$ cat src/rtl/mprx_pkg.sv
package mprx_pkg;

    typedef enum logic [2:0] {
        RX_IDLE,
        RX_START,
        RX_BITS,
        RX_STOP,
        RX_DONE
    } rx_state_t;

    function automatic logic maj3(input logic a, input logic b, input logic c);
        return (a & b) | (a & c) | (b & c);
    endfunction

endpackage

$ cat src/rtl/mprx_baud.sv
module mprx_baud #(
    parameter int DIV_W = 16
) (
    input  logic             clk,
    input  logic             rst_n,
    input  logic [DIV_W-1:0] div,
    output logic             tick
);
    logic [DIV_W-1:0] cnt_q;

    always_ff @(posedge clk or negedge rst_n) begin
        if (!rst_n) begin
            cnt_q <= '0;
            tick  <= 1'b0;
        end else if (cnt_q >= div) begin
            cnt_q <= '0;
            tick  <= 1'b1;
        end else begin
            cnt_q <= cnt_q + 1'b1;
            tick  <= 1'b0;
        end
    end
endmodule

$ cat src/rtl/mprx_frame.sv
module mprx_frame
    import mprx_pkg::*;
#(
    parameter int OVS   = 16,
    parameter int NBITS = 9
) (
    input  logic             clk,
    input  logic             rst_n,
    input  logic             tick,
    input  logic             rx_in,
    output logic             done,
    output logic             stop_ok,
    output logic [NBITS-1:0] word
);
    localparam int CW  = $clog2(OVS);
    localparam int BW  = $clog2(NBITS + 1);
    localparam logic [CW-1:0] MID   = CW'(OVS / 2 - 1);
    localparam logic [CW-1:0] S_LO  = CW'(OVS / 2 - 2);
    localparam logic [CW-1:0] S_HI  = CW'(OVS / 2);
    localparam logic [CW-1:0] S_END = CW'(OVS / 2 + 1);
    localparam logic [CW-1:0] LAST  = CW'(OVS - 1);
    localparam logic [BW-1:0] BLAST = BW'(NBITS - 1);

    rx_state_t     state_q, state_d;
    logic [1:0]    sync_q;
    logic          rx_s;
    logic [CW-1:0] cnt_q;
    logic [BW-1:0] bitn_q;
    logic [2:0]    samp_q;
    logic          vote;

    assign rx_s = sync_q[1];
    assign vote = maj3(samp_q[0], samp_q[1], samp_q[2]);

    always_ff @(posedge clk or negedge rst_n) begin
        if (!rst_n) sync_q <= 2'b11;
        else        sync_q <= {sync_q[0], rx_in};
    end

    // state register
    always_ff @(posedge clk or negedge rst_n) begin
        if (!rst_n) state_q <= RX_IDLE;
        else        state_q <= state_d;
    end

    // transitions
    always_comb begin
        state_d = state_q;
        unique case (state_q)
            RX_IDLE:  if (tick && !rx_s) state_d = RX_START;
            RX_START: if (tick) begin
                          if (cnt_q == MID && rx_s) state_d = RX_IDLE;
                          else if (cnt_q == LAST)   state_d = RX_BITS;
                      end
            RX_BITS:  if (tick && cnt_q == LAST && bitn_q == BLAST) state_d = RX_STOP;
            RX_STOP:  if (tick && cnt_q == S_END) state_d = RX_DONE;
            RX_DONE:  state_d = RX_IDLE;
            default:  state_d = RX_IDLE;
        endcase
    end

    // counters, samples and shift register
    always_ff @(posedge clk or negedge rst_n) begin
        if (!rst_n) begin
            cnt_q   <= '0;
            bitn_q  <= '0;
            samp_q  <= '0;
            word    <= '0;
            stop_ok <= 1'b0;
        end else begin
            if (state_q != state_d) begin
                cnt_q <= '0;
            end else if (tick && state_q != RX_IDLE) begin
                cnt_q <= (cnt_q == LAST) ? '0 : cnt_q + 1'b1;
            end
            if (state_q == RX_IDLE) bitn_q <= '0;
            if (tick && (state_q == RX_BITS || state_q == RX_STOP)) begin
                if (cnt_q == S_LO) samp_q[0] <= rx_s;
                if (cnt_q == MID)  samp_q[1] <= rx_s;
                if (cnt_q == S_HI) samp_q[2] <= rx_s;
            end
            if (tick && state_q == RX_BITS && cnt_q == LAST) begin
                word   <= {vote, word[NBITS-1:1]};
                bitn_q <= bitn_q + 1'b1;
            end
            if (tick && state_q == RX_STOP && cnt_q == S_END) begin
                stop_ok <= vote;
            end
        end
    end

    // outputs
    always_comb begin
        done = (state_q == RX_DONE);
    end
endmodule

$ cat src/rtl/mprx_match.sv
module mprx_match #(
    parameter int W = 8
) (
    input  logic [W-1:0] slave_addr,
    input  logic [W-1:0] addr_mask,
    input  logic [W-1:0] rx_addr,
    output logic         hit_given,
    output logic         hit_bcast
);
    logic [W-1:0] bcast;
    logic [W-1:0] diff;

    assign bcast = slave_addr | addr_mask;

    genvar g;
    generate
        for (g = 0; g < W; g++) begin : g_bit
            assign diff[g] = (rx_addr[g] ^ slave_addr[g]) & addr_mask[g];
        end
    endgenerate

    assign hit_given = (diff == '0);
    assign hit_bcast = ((rx_addr & bcast) == bcast);
endmodule

$ cat src/rtl/mp_addr_rx.sv
module mp_addr_rx #(
    parameter int DATA_W = 8,
    parameter int OVS    = 16,
    parameter int DIV_W  = 16
) (
    input  logic              clk,
    input  logic              rst_n,
    input  logic [DIV_W-1:0]  baud_div,
    input  logic              rx,
    input  logic              addr_we,
    input  logic              mask_we,
    input  logic              filt_we,
    input  logic [DATA_W-1:0] wr_data,
    input  logic              flag_clr,
    output logic [DATA_W-1:0] rx_byte,
    output logic              rx_bit9,
    output logic              rx_flag
);
    localparam int NBITS = DATA_W + 1;

    logic              tick;
    logic              frm_done;
    logic              frm_ok;
    logic [NBITS-1:0]  frm_word;
    logic [DATA_W-1:0] addr_q;
    logic [DATA_W-1:0] mask_q;
    logic              filt_en_q;
    logic              hit_given;
    logic              hit_bcast;
    logic              accept;

    mprx_baud #(.DIV_W(DIV_W)) i_baud (
        .clk  (clk),
        .rst_n(rst_n),
        .div  (baud_div),
        .tick (tick)
    );

    mprx_frame #(.OVS(OVS), .NBITS(NBITS)) i_frame (
        .clk    (clk),
        .rst_n  (rst_n),
        .tick   (tick),
        .rx_in  (rx),
        .done   (frm_done),
        .stop_ok(frm_ok),
        .word   (frm_word)
    );

    mprx_match #(.W(DATA_W)) i_match (
        .slave_addr(addr_q),
        .addr_mask (mask_q),
        .rx_addr   (frm_word[DATA_W-1:0]),
        .hit_given (hit_given),
        .hit_bcast (hit_bcast)
    );

    always_ff @(posedge clk or negedge rst_n) begin
        if (!rst_n) begin
            addr_q    <= '0;
            mask_q    <= '0;
            filt_en_q <= 1'b0;
        end else begin
            if (addr_we) addr_q    <= wr_data;
            if (mask_we) mask_q    <= wr_data;
            if (filt_we) filt_en_q <= wr_data[0];
        end
    end

    always_comb begin
        accept = frm_done && frm_ok &&
                 (!filt_en_q || (frm_word[DATA_W] && (hit_given || hit_bcast)));
    end

    always_ff @(posedge clk or negedge rst_n) begin
        if (!rst_n) begin
            rx_byte <= '0;
            rx_bit9 <= 1'b0;
            rx_flag <= 1'b0;
        end else if (accept) begin
            rx_byte <= frm_word[DATA_W-1:0];
            rx_bit9 <= frm_word[DATA_W];
            rx_flag <= 1'b1;
        end else if (flag_clr) begin
            rx_flag <= 1'b0;
        end
    end
endmodule

$ cat config.mk
export PLATFORM = sky130hd
export DESIGN_NAME = mp_addr_rx
export DESIGN_NICKNAME = d
export VERILOG_FILES = /design/src/rtl/mprx_pkg.sv /design/src/rtl/mprx_baud.sv /design/src/rtl/mprx_frame.sv /design/src/rtl/mprx_match.sv /design/src/rtl/mp_addr_rx.sv
export SDC_FILE = /design/constraint.sdc
export NUM_CORES = 1
export LEC_CHECK = 0
export CAP_MARGIN = 15
export CELL_PAD_IN_SITES_DETAIL_PLACEMENT = 1
export CELL_PAD_IN_SITES_GLOBAL_PLACEMENT = 1
export CORE_MARGIN = 10
export CORE_UTILIZATION = 45
export DETAILED_ROUTE_END_ITERATION = 12
export HOLD_SLACK_MARGIN = 0.08
export PLACE_DENSITY = 0.89
export REMOVE_ABC_BUFFERS = 1
export SLEW_MARGIN = 20
export SYNTH_ARGS = -nofsm -noshare
export SYNTH_HDL_FRONTEND = slang
export SYNTH_SLANG_ARGS = --single-unit
$ cat constraint.sdc
create_clock -name clk -period 2.4 [get_ports clk]
set_input_delay 0.36 -clock clk [delete_from_list [all_inputs] [get_ports clk]]
set_output_delay 0.36 -clock clk [all_outputs]
set_load 0.02 [all_outputs]
==> results.yml <==
status:
  outcome: "finished clean"
power:
  p_per_area_nw_per_um2: 761
  switchingPower_w: 0.00122
  ir_worst_vdd_mv: 0.404
  p_leak_nw: 2.20
  internal_power_w: 0.00226
  switching_share_pct: 35.1
  combPwrFrac_pct: 26.8
  power_frac_clock_pct: 28.3
  sequentialPowerShare_pct: 45.0
timing:
  max_freq_ghz: 0.465
  hold_viol_final: 0
  rsz0062_at_grt: "no"
  period_minus_slack_ns: 2.15
  timing.setup.tns_ns: 0
  drv_slew: 0
  relSlewSlack_pct: 61.7
  setup_viol_count_final: 0
  fin_skew_ns: 0.00661
  fin_crit_sh_pct: 89.7
  worst_slew_pin_slew_ns: 0.575
  fin_ws_ns: 0.248
synthesis:
  syn_area_sq_um: 3810
  yosys.area_share.xor_xnor_pct: 5.51
  yosysTopAreaCellShare_pct: 44.6
  synthSimpleGateAreaFrac_pct: 14.4
  netlist_instances: 367
  synth_compound_area_share_pct: 10.2
  synthAdderAreaFrac_pct: 7.81
  synth_cell_type_count: 54
  ys.flop_type: "dfrtp_1"
  muxShareOfSynthArea_pct: 12.5
  synth_edf_count: 0
  ys_ff_latch: 70
  seq_area_frac_synth_pct: 46.0
  synth_top_family_by_area: "simple AND/OR/NAND/NOR gates"
  ys_top_cells_by_area: "dfrtp_1 (45%), ha_1 (7.5%), mux2i_1 (6.6%), mux2_2 (5.9%), nand2_1 (4.7%)"
  yosysWarnings: 0
  synthArstFlopShare_pct: 100
  yosys.area.top_type: "dfrtp_1"
  syn-mean-instance-area_sq_um: 10.4
final_layout:
  area_growth_pct: 19.8
  diodes: 0
  drive_gt1_share_pct: 12.9
  final_nets: 469
  nFillCells: 902
  final_common_cell: "dfrtp_1"
  final_cell_mix: "dfrtp_1 (68), nand2_1 (48), clkdlybuf4s50_1 (39)"
floorplanning:
  dieArea_sq_um: 12600
  die_w_microns: 112
  placementRows: 33
  initial_core_util_pct: 46.4
  dieHeight_microns: 112
  fp.coreArea_sq_um: 8220
  num_io_pins: 41
place:
  portBuffers: 40
  dp_slack_ns: -0.103
  dp.final_hpwl_microns: 7030
  gp_congestion: 0.831
routing:
  firstDrtPassIters: 4
  ant_nets: 0
  wl_microns: 9560
  viasPerCell: 5.58
  num_vias: 2927
  drt-initial-drc-count: 94
  wl_per_cell_microns: 18.2
  drc_errors: 0
hold_path:
  hold_start: "i_frame.sync_q[0]"
  whs_path_depth: 0
  hold-path-endpoint: "i_frame.sync_q[1]"
  min_path_type: "reg -> reg"
critical_path:
  endpoint_kind: "register"
  cp_max_fo: 10
  cpPeakStageDelay_ns: 0.45
  slowest_stage: "clkdlybuf4s50_1"
  reg2reg_to: "i_baud.cnt_q[13]"
  rr_startpoint: "i_baud.cnt_q[10]"
  arrival_ns: 2.42
  crit_family: "compound AO/OA/AOI/OAI gates"
  crit_chain: "clkdlybuf4s50_1, inv_1, ha_1, and3_1, a221o_1, nor2_1, o211ai_2, buf_12, a21oi_1"
  crit_buf_inv: 3
  crit_required_ns: 2.67
  startpoint_type: "primary input"
  ff2ff_setup_slack_ns: 0.28
  r2r_cells: 7
  critPathKind: "in -> reg"
clocking:
  cts.sinks: 70
  tritoncts.num_buffers: 9
  htree_levels: 3
  tritoncts: "built"
  cts_setup_buffers: 0
  clk_latency_ns: 0.35
  cts.clk_slew.worst_paths_ns: 0.08
  cts_root_buf: "clkbuf_8"
  cts_max_path_buffers: 2
global_route:
  grt_pass1_wl_microns: 16500
  grt.overflow.total: 0
  grt_max_degree: 36
  grt_pass1_vias: 3211
  antenna_found_initial: 0
  grtUsageTotal_pct: 15.6
flow_run:
  drv_cap: 0
## timing repair
| item | 4_1_cts | 5_1_grt |
|---|---|---|
| hold endpoints to repair | 7 | 0 |
| gates resized for setup | 0 | 0 |
| hold buffers | 1 | 0 |
## registers in the layout (all words and copies together), names as in the netlist
name / count
rx_bit9: 1
rx_byte: 8
filt_en_q: 1
addr_q: 8
i_frame.samp_q: 3
i_frame.cnt_q: 4
i_frame.stop_ok: 1
rx_flag: 1
i_baud.cnt_q: 16
i_baud.tick: 1
i_frame.word: 9
i_frame.sync_q: 2
mask_q: 8
i_frame.bitn_q: 4
i_frame.state_q: 3
## logic make-up (layout without fill, tap and decap cells)
family	Yosys count	in the layout
AND/OR/NAND/NOR	108	108
flip-flops	70	70
AO/OA/AOI/OAI	61	61
multiplexers	45	45
buffers and inverters	35	88
adder cells (fa/ha/maj)	24	24
XOR/XNOR	24	24
## synthesized netlist by cell type, types with 3 or more instances
cell type and number:
a21oi_1 23, a22oi_1 4, and4_1 3, buf_2 5, clkbuf_1 4, dfrtp_1 68
ha_1 23, inv_1 25, mux2_2 20, mux2i_1 25, nand2_1 48, nand3_1 11
nand4_1 5, nor2_1 13, nor3_1 8, o21ai_0 8, o21bai_1 3, o22ai_1 3
xnor2_1 7, xor2_1 17
## per-layer routing
metal  vias up  global-route usage (%)  routed length, microns
li1       1377                       -                       -
met1      1489                    19.5                    4340
met2        47                    26.3                    4810
met3        14                    2.93                     253
met4         0                    5.58                     159
met5         -                       0                       0
## layout make-up
| type | count | area [sq um] | area share, % |
|---|---|---|---|
| Multi-Input combinational cell | 262 | 1930 | 42.2 |
| Inverter | 25 | 93.8 | 2.05 |
| Clock buffer | 10 | 128 | 2.79 |
| Timing Repair Buffer | 47 | 463 | 10.1 |
| Clock inverter | 6 | 71.3 | 1.56 |
| Sequential cell | 70 | 1750 | 38.4 |
| Tap cell | 105 | 131 | 2.88 |
## stage by stage
step,cells,area (sq um),util (%),power (W),hold WS [ns]
after global placement,508,4360,53.0,0.00242,0.215
final,525,4570,55.6,0.00348,0.361
after global routing,525,4570,55.6,0.00369,0.368
after CTS,525,4570,55.6,0.00349,0.365
after detailed placement,508,4360,53.0,0.00251,0.219
after floorplan,357,3770,-,0.00210,0.0644
## worst max path at each step
| stage | startpoint | endpoint | slack [ns] | cells past startpoint |
|---|---|---|---|---|
| 4_1_cts | baud_div[10] | i_baud.cnt_q[13] | 0.26 | 9 |
| 3_5_place_dp | baud_div[10] | i_baud.cnt_q[6] | -0.10 | 9 |
| 6_report | baud_div[10] | i_baud.cnt_q[13] | 0.25 | 9 |
| 5_1_grt | baud_div[10] | i_baud.cnt_q[8] | 0.12 | 9 |
| 3_3_place_gp | baud_div[10] | i_baud.cnt_q[10] | 0.04 | 9 |
| 2_1_floorplan | i_frame.state_q[0] | rx_byte[0] | 0.06 | 3 |
## worst reg2reg max path, stage by stage, from the launching register on
cell and delay, ns:
dfrtp_1 0.45, ha_1 0.32, and3_1 0.19, a221o_1 0.32, nor2_1 0.12, o211ai_2 0.25
buf_12 0.23, a21oi_1 0.16
## power groups by stage
| stage | Combinational [W] | Clock, W | Sequential, W |
|---|---|---|---|
| 3_3_place_gp | 0.000853 | 0 | 0.00156 |
| 5_1_grt | 0.00105 | 0.00104 | 0.00159 |
| 4_1_cts | 0.000939 | 0.000989 | 0.00156 |
| 2_1_floorplan | 0.000595 | 0 | 0.00150 |
| 6_report | 0.000931 | 0.000982 | 0.00156 |
| 3_5_place_dp | 0.000932 | 0 | 0.00158 |
Power figures use the tool's default switching activity.
